$ cat src/rtl/fshift_pkg.sv
package fshift_pkg;

  localparam int SAMPLE_W = 12;
  localparam int PHASE_W  = 32;
  localparam int LUT_AW   = 10;
  localparam int PIPE_LAT = 3;

  localparam real TWO_PI = 6.283185307179586;

  // Magnitude of one quarter-wave entry, sampled half a step off the grid
  // so that the four quadrants mirror exactly onto the same entries.
  function automatic int quarter_sine(input int k, input int depth, input int amp);
    real ang;
    real v;
    ang = TWO_PI * (real'(k) + 0.5) / real'(4 * depth);
    v   = real'(amp) * $sin(ang);
    return $rtoi(v + 0.5);
  endfunction

endpackage

$ cat src/rtl/fshift_nco.sv
// Input capture stage: registers the sample, latches the current phase
// index for it and then advances the accumulator by the tuning word.
module fshift_nco #(
  parameter int DW = 12,
  parameter int PW = 32,
  parameter int AW = 10
) (
  input  logic                 clk,
  input  logic                 rst_n,
  input  logic                 en,
  input  logic                 take,
  input  logic [PW-1:0]        word,
  input  logic signed [DW-1:0] in_i,
  input  logic signed [DW-1:0] in_q,
  output logic signed [DW-1:0] out_i,
  output logic signed [DW-1:0] out_q,
  output logic [AW-1:0]        idx
);

  logic [PW-1:0] acc_q;

  always_ff @(posedge clk or negedge rst_n) begin
    if (!rst_n) begin
      acc_q <= '0;
      out_i <= '0;
      out_q <= '0;
      idx   <= '0;
    end else if (en && take) begin
      out_i <= in_i;
      out_q <= in_q;
      idx   <= acc_q[PW-1 -: AW];
      acc_q <= acc_q + word;
    end
  end

endmodule

$ cat src/rtl/fshift_trig_lut.sv
// Registered sine/cosine lookup built on a quarter-wave table.
module fshift_trig_lut #(
  parameter int DW = 12,
  parameter int AW = 10
) (
  input  logic                 clk,
  input  logic                 rst_n,
  input  logic                 en,
  input  logic [AW-1:0]        idx,
  input  logic signed [DW-1:0] in_i,
  input  logic signed [DW-1:0] in_q,
  output logic signed [DW-1:0] sin_o,
  output logic signed [DW-1:0] cos_o,
  output logic signed [DW-1:0] out_i,
  output logic signed [DW-1:0] out_q
);

  localparam int QD  = 1 << (AW - 2);
  localparam int AMP = (1 << (DW - 1)) - 1;

  logic [DW-2:0] qtab [QD];

  for (genvar k = 0; k < QD; k++) begin : g_tab
    localparam int VAL = fshift_pkg::quarter_sine(k, QD, AMP);
    assign qtab[k] = (DW-1)'(VAL);
  end

  // Lane 0 reads sine at idx, lane 1 reads it a quarter turn ahead (cosine).
  for (genvar g = 0; g < 2; g++) begin : g_lane
    logic [AW-1:0]        a;
    logic [AW-3:0]        j;
    logic [DW-2:0]        mag;
    logic signed [DW-1:0] val;
    always_comb begin
      a   = idx + AW'(g * QD);
      j   = a[AW-2] ? ~a[AW-3:0] : a[AW-3:0];
      mag = qtab[j];
      val = a[AW-1] ? -$signed({1'b0, mag}) : $signed({1'b0, mag});
    end
  end

  always_ff @(posedge clk or negedge rst_n) begin
    if (!rst_n) begin
      sin_o <= '0;
      cos_o <= '0;
      out_i <= '0;
      out_q <= '0;
    end else if (en) begin
      sin_o <= g_lane[0].val;
      cos_o <= g_lane[1].val;
      out_i <= in_i;
      out_q <= in_q;
    end
  end

endmodule

$ cat src/rtl/fshift_cmul.sv
// Two-stage complex multiply: four registered products, then
// sum, round half up and saturate back to DW bits.
module fshift_cmul #(
  parameter int DW = 12
) (
  input  logic                 clk,
  input  logic                 rst_n,
  input  logic                 en,
  input  logic signed [DW-1:0] a_i,
  input  logic signed [DW-1:0] a_q,
  input  logic signed [DW-1:0] c,
  input  logic signed [DW-1:0] s,
  output logic signed [DW-1:0] y_i,
  output logic signed [DW-1:0] y_q
);

  localparam int PRW = 2 * DW;
  localparam int SW  = PRW + 1;
  localparam logic signed [SW-1:0] HALF = SW'(1 << (DW - 2));
  localparam logic signed [SW-1:0] HI   = SW'((1 << (DW - 1)) - 1);
  localparam logic signed [SW-1:0] LO   = -HI - SW'(1);

  logic signed [PRW-1:0] p_ic, p_qs, p_is, p_qc;
  logic signed [SW-1:0]  sum_i, sum_q;

  function automatic logic signed [DW-1:0] round_sat(input logic signed [SW-1:0] v);
    logic signed [SW-1:0] r;
    r = (v + HALF) >>> (DW - 1);
    if (r > HI)      return DW'(HI);
    else if (r < LO) return DW'(LO);
    else             return DW'(r);
  endfunction

  always_ff @(posedge clk or negedge rst_n) begin
    if (!rst_n) begin
      p_ic <= '0;
      p_qs <= '0;
      p_is <= '0;
      p_qc <= '0;
    end else if (en) begin
      p_ic <= a_i * c;
      p_qs <= a_q * s;
      p_is <= a_i * s;
      p_qc <= a_q * c;
    end
  end

  always_comb begin
    sum_i = SW'(p_ic) - SW'(p_qs);
    sum_q = SW'(p_is) + SW'(p_qc);
  end

  always_ff @(posedge clk or negedge rst_n) begin
    if (!rst_n) begin
      y_i <= '0;
      y_q <= '0;
    end else if (en) begin
      y_i <= round_sat(sum_i);
      y_q <= round_sat(sum_q);
    end
  end

endmodule

$ cat src/rtl/fshift_top.sv
module fshift_top
  import fshift_pkg::*;
#(
  parameter int DW = SAMPLE_W,
  parameter int PW = PHASE_W,
  parameter int AW = LUT_AW
) (
  input  logic                 clk,
  input  logic                 rst_n,
  input  logic [PW-1:0]        freq_word,
  input  logic                 s_valid,
  output logic                 s_ready,
  input  logic signed [DW-1:0] s_i,
  input  logic signed [DW-1:0] s_q,
  output logic                 m_valid,
  input  logic                 m_ready,
  output logic signed [DW-1:0] m_i,
  output logic signed [DW-1:0] m_q
);

  localparam int NSTG = PIPE_LAT + 1;

  logic                 adv;
  logic [NSTG-1:0]      vld;
  logic signed [DW-1:0] n_i, n_q, l_i, l_q, l_sin, l_cos;
  logic [AW-1:0]        n_idx;

  assign adv     = !vld[NSTG-1] || m_ready;
  assign s_ready = adv;
  assign m_valid = vld[NSTG-1];

  for (genvar k = 0; k < NSTG; k++) begin : g_vld
    always_ff @(posedge clk or negedge rst_n) begin
      if (!rst_n)   vld[k] <= 1'b0;
      else if (adv) vld[k] <= (k == 0) ? s_valid : vld[(k == 0) ? 0 : k-1];
    end
  end

  fshift_nco #(.DW(DW), .PW(PW), .AW(AW)) u_nco (
    .clk   (clk),
    .rst_n (rst_n),
    .en    (adv),
    .take  (s_valid),
    .word  (freq_word),
    .in_i  (s_i),
    .in_q  (s_q),
    .out_i (n_i),
    .out_q (n_q),
    .idx   (n_idx)
  );

  fshift_trig_lut #(.DW(DW), .AW(AW)) u_lut (
    .clk   (clk),
    .rst_n (rst_n),
    .en    (adv),
    .idx   (n_idx),
    .in_i  (n_i),
    .in_q  (n_q),
    .sin_o (l_sin),
    .cos_o (l_cos),
    .out_i (l_i),
    .out_q (l_q)
  );

  fshift_cmul #(.DW(DW)) u_mul (
    .clk   (clk),
    .rst_n (rst_n),
    .en    (adv),
    .a_i   (l_i),
    .a_q   (l_q),
    .c     (l_cos),
    .s     (l_sin),
    .y_i   (m_i),
    .y_q   (m_q)
  );

endmodule

$ cat config.mk
export PLATFORM = sky130hd
export DESIGN_NAME = fshift_top
export DESIGN_NICKNAME = d
export VERILOG_FILES = /design/src/rtl/fshift_pkg.sv /design/src/rtl/fshift_nco.sv /design/src/rtl/fshift_trig_lut.sv /design/src/rtl/fshift_cmul.sv /design/src/rtl/fshift_top.sv
export SDC_FILE = /design/constraint.sdc
export NUM_CORES = 2
export LEC_CHECK = 0
export BUFFER_PORTS_ARGS = -buffer_cell sky130_fd_sc_hd__buf_4
export CAP_MARGIN = 10
export CORE_MARGIN = 2
export CORE_UTILIZATION = 30
export DETAILED_ROUTE_END_ITERATION = 10
export SLEW_MARGIN = 0
export SYNTH_ARGS = -nofsm -noshare
export SYNTH_HDL_FRONTEND = slang
export SYNTH_SLANG_ARGS = --single-unit
$ cat constraint.sdc
create_clock -name clk -period 6.25 [get_ports clk]
set_input_delay 0.3125 -clock clk [delete_from_list [all_inputs] [get_ports clk]]
set_output_delay 0.3125 -clock clk [all_outputs]
set_load 0.05 [all_outputs]
==> flow_summary.ini <==
[yosys]
synth_cell_types = 103
synth_seq_area_share = 0.136
syn_area_um2 = 43700
async_flop_share = 1.00
yosys.area.top_type = fa_1
avgSynthCellArea_um2 = 8.26
synth.top_cells.by_area = fa_1 (25%), dfrtp_1 (14%), ha_1 (10%)
synth_top_area_frac = 0.254
ys_seq_elements = 238
ys.flop_type = dfrtp_1
syn_inst = 5297
synth_edf_count = 0
yosys_warnings = 0
synth_nets = 6265

[place]
placed_area_um2 = 46900
hpwlAfterDp_um = 120000
gp_congestion = 1.02
port-buffer-count = 85

[min_path]
hold_class = primary input to flop
min_from = freq_word[0]
holdPathStages = 3
holdPathEnd = u_nco.acc_q[0]

[clocking]
h-tree-depth = 1
root_buffer = clkbuf_16
cts_setup_buffers = 0
cts_tree = done
cts.sinks = 238
cts.path.max_buffers = 3
numCtsBuffers = 31
clock_latency_ns = 0.66
path_clk_slew_ns = 0.06

[global_route]
overflow = 0
grtUsageTotal = 0.209
antenna_found_initial = 12
grt_max_degree = 144
grt_pass1_wl_um = 241000
grt_pass1_vias = 38900

[die]
core-area_um2 = 145000
fp-row-count = 140
floorplan.initialDensity = 0.301
fp.dieArea_um2 = 149000
pin_count = 86
die_w_um = 386
die_h_um = 386

[critical_path]
crit_family = adder cells
path_buf_inv = 5
slowest_delay_ns = 0.79
arrival_ns = 6.38
r2r_slack_ns = 0.36
critPathMaxFanout = 15
worstPathRequired_ns = 6.74
critPathKind = flop to flop
critPathCaptureType = flop
slowest_stage = dfrtp_1
path_common_cell = fa_1
reg2regPathDepth = 19
rr_startpoint = u_lut.out_i[9]
path_cells = buf_4 -> and2_1 -> fa_1 -> inv_1 -> fa_1 -> fa_1 -> inv_1 -> fa_1 -> inv_1 -> fa_1 -> inv_1 -> ha_1 -> or3_1 -> o21ai_0 -> a21oi_1 -> a41o_1 -> a311oi_1 -> xor2_1 -> o21ai_0
r2r-end = u_mul.p_ic[20]
cp-start-kind = flop

[timing]
rsz0062_at_grt = no
period_needed_ns = 5.89
max_freq_mhz = 170
slew_violations = 0
relSlewSlack = 0.0600
tns_ns = 0
finalClockSkew_ns = 0.0494
finalSetupViolations = 0
finalHoldWorstSlack_ns = 0.0836
worstMarginPinSlew_ns = 1.40
period_share = 0.943
hold_viol_final = 0

[final_layout]
final_area_um2 = 48300
fin_nets = 6274
layout-drive-gt1-share = 0.0869
syn_to_final_growth_pct = 10.4

[job]
cap_viol_max_count = 0

[status]
status = finished clean

[routing]
wl_per_cell_um = 21.6
final_antenna_net_count = 0
drc = 0
viasPerCell = 5.40
vias = 39100
firstDrtPassIters = 7
drt_iter0_markers = 4252
routed_wl_um = 156000
## through the flow
step | std cells | util | setup WS [ns]
after global routing | 7248 | 0.332 | 0.0138
after global placement | 7164 | 0.323 | 0.133
after detailed placement | 7164 | 0.323 | 0.123
final | 7249 | 0.332 | 0.356
after CTS | 7248 | 0.332 | 0.0572
after floorplan | 5297 | - | 0.617
## layout make-up
| cell class | count | area, um2 |
|---|---|---|
| diodes | 1 | 2.50 |
| clock buffers | 41 | 843 |
| clock inverters | 17 | 234 |
| fillers | 15200 | 96900 |
| inverters | 744 | 2800 |
| multi-input cells | 3972 | 33400 |
| flip-flops and latches | 238 | 5980 |
| well taps | 1917 | 2400 |
| repair buffers | 319 | 2580 |
## layer usage
| layer | track usage | vias to the layer above | part of all wire |
|---|---|---|---|
| met5 | 0 | - | 0.00081 |
| met4 | 0.0803 | 14 | 0.047 |
| met3 | 0.0396 | 463 | 0.084 |
| met2 | 0.326 | 1737 | 0.44 |
| met1 | 0.286 | 19300 | 0.43 |
| li1 | - | 17600 | - |
## timing repair
action	4_1_cts	5_1_grt
gates resized for setup	0	18
hold buffers	26	0
hold endpoints to repair	93	0
setup endpoints to repair	0	12
## state kept, by name (all words and copies together) (netlist names)
signal / flops
m_valid: 1
u_lut.cos_o: 12
u_lut.out_i: 12
u_lut.out_q: 12
u_lut.sin_o: 12
u_mul.p_ic: 24
u_mul.p_is: 24
u_mul.p_qc: 24
u_mul.p_qs: 24
u_mul.y_i: 12
u_mul.y_q: 12
u_nco.acc_q: 32
u_nco.idx: 10
u_nco.out_i: 12
u_nco.out_q: 12
vld: 3
## cell usage in the layout (no fill, tap or decap), types with 32 or more instances in the layout
cell | Yosys | final
nor2b_1 | 61 | 60
a21oi_1 | 314 | 314
ha_1 | 353 | 353
and2_1 | 201 | 200
buf_4 | 41 | 282
a211oi_1 | 49 | 49
nand2_1 | 728 | 727
o21a_1 | 40 | 40
nand3_1 | 68 | 68
a31oi_1 | 49 | 48
nor2_1 | 265 | 265
nand2b_1 | 67 | 67
xnor2_1 | 115 | 113
dfrtp_1 | 238 | 223
inv_1 | 736 | 735
fa_1 | 555 | 555
o211ai_1 | 38 | 38
o22ai_1 | 50 | 50
mux2i_1 | 33 | 32
a21o_1 | 62 | 62
xor2_1 | 72 | 70
o21ai_0 | 268 | 265
nor3_1 | 70 | 70
## cells by family after synthesis
family          after synthesis  synth area share
fa+ha+maj                   908             0.355
mux                          68            0.0177
buf+inv                    1087             0.101
compound gates             1179             0.175
simple gates               1625             0.175
flops                       238             0.136
xor+xnor                    192            0.0397
## worst max-delay path by stage
| stage | endpoint | depth (start not counted) | start | slack (ns) |
|---|---|---|---|---|
| 2_1_floorplan | u_mul.p_qs[22] | 21 | u_lut.out_q[7] | 0.62 |
| 3_3_place_gp | u_mul.p_qc[21] | 21 | u_lut.out_q[5] | 0.13 |
| 3_5_place_dp | u_mul.p_qc[21] | 21 | u_lut.out_q[5] | 0.12 |
| 4_1_cts | u_mul.p_qs[22] | 21 | u_lut.out_q[5] | 0.06 |
| 5_1_grt | u_mul.p_qs[22] | 22 | u_lut.out_q[2] | 0.01 |
| 6_report | u_mul.p_ic[20] | 19 | u_lut.out_i[9] | 0.36 |
## worst reg2reg max path, delay by kind of cell, from the launching register on
| kind | cells | cell delay [ns] |
|---|---|---|
| and+or+nand+nor | 2 | 0.55 |
| DFF | 1 | 0.79 |
| adders and majority gates | 6 | 2.69 |
| xor gates and xnor gates | 1 | 0.18 |
| buffers and inverters | 5 | 0.53 |
| AOI/OAI and AO/OA | 5 | 0.98 |
## Yosys cell counts (19+ instances only)
cell type	n
nand3_1	68
ha_1	353
o22ai_1	50
nand2b_1	67
nor3b_1	28
a22oi_1	20
xnor2_1	115
inv_1	736
buf_4	41
a221oi_1	26
buf_2	53
o211ai_1	38
o31ai_1	25
mux2_2	30
or3_1	26
nor3_1	70
a31oi_1	49
nand4_1	19
dfrtp_1	238
or2_2	19
a21o_1	62
clkbuf_1	215
mux2i_1	33
o21a_1	40
nor2b_1	61
and2_1	201
nor2_1	265
o21ai_0	268
nand2_1	728
o221ai_1	22
a211o_1	21
a211oi_1	49
xor2_1	72
a21oi_1	314
fa_1	555
Power is not shown: default switching activity piles up to over one toggle a cycle in this logic, so the estimate is an artifact.
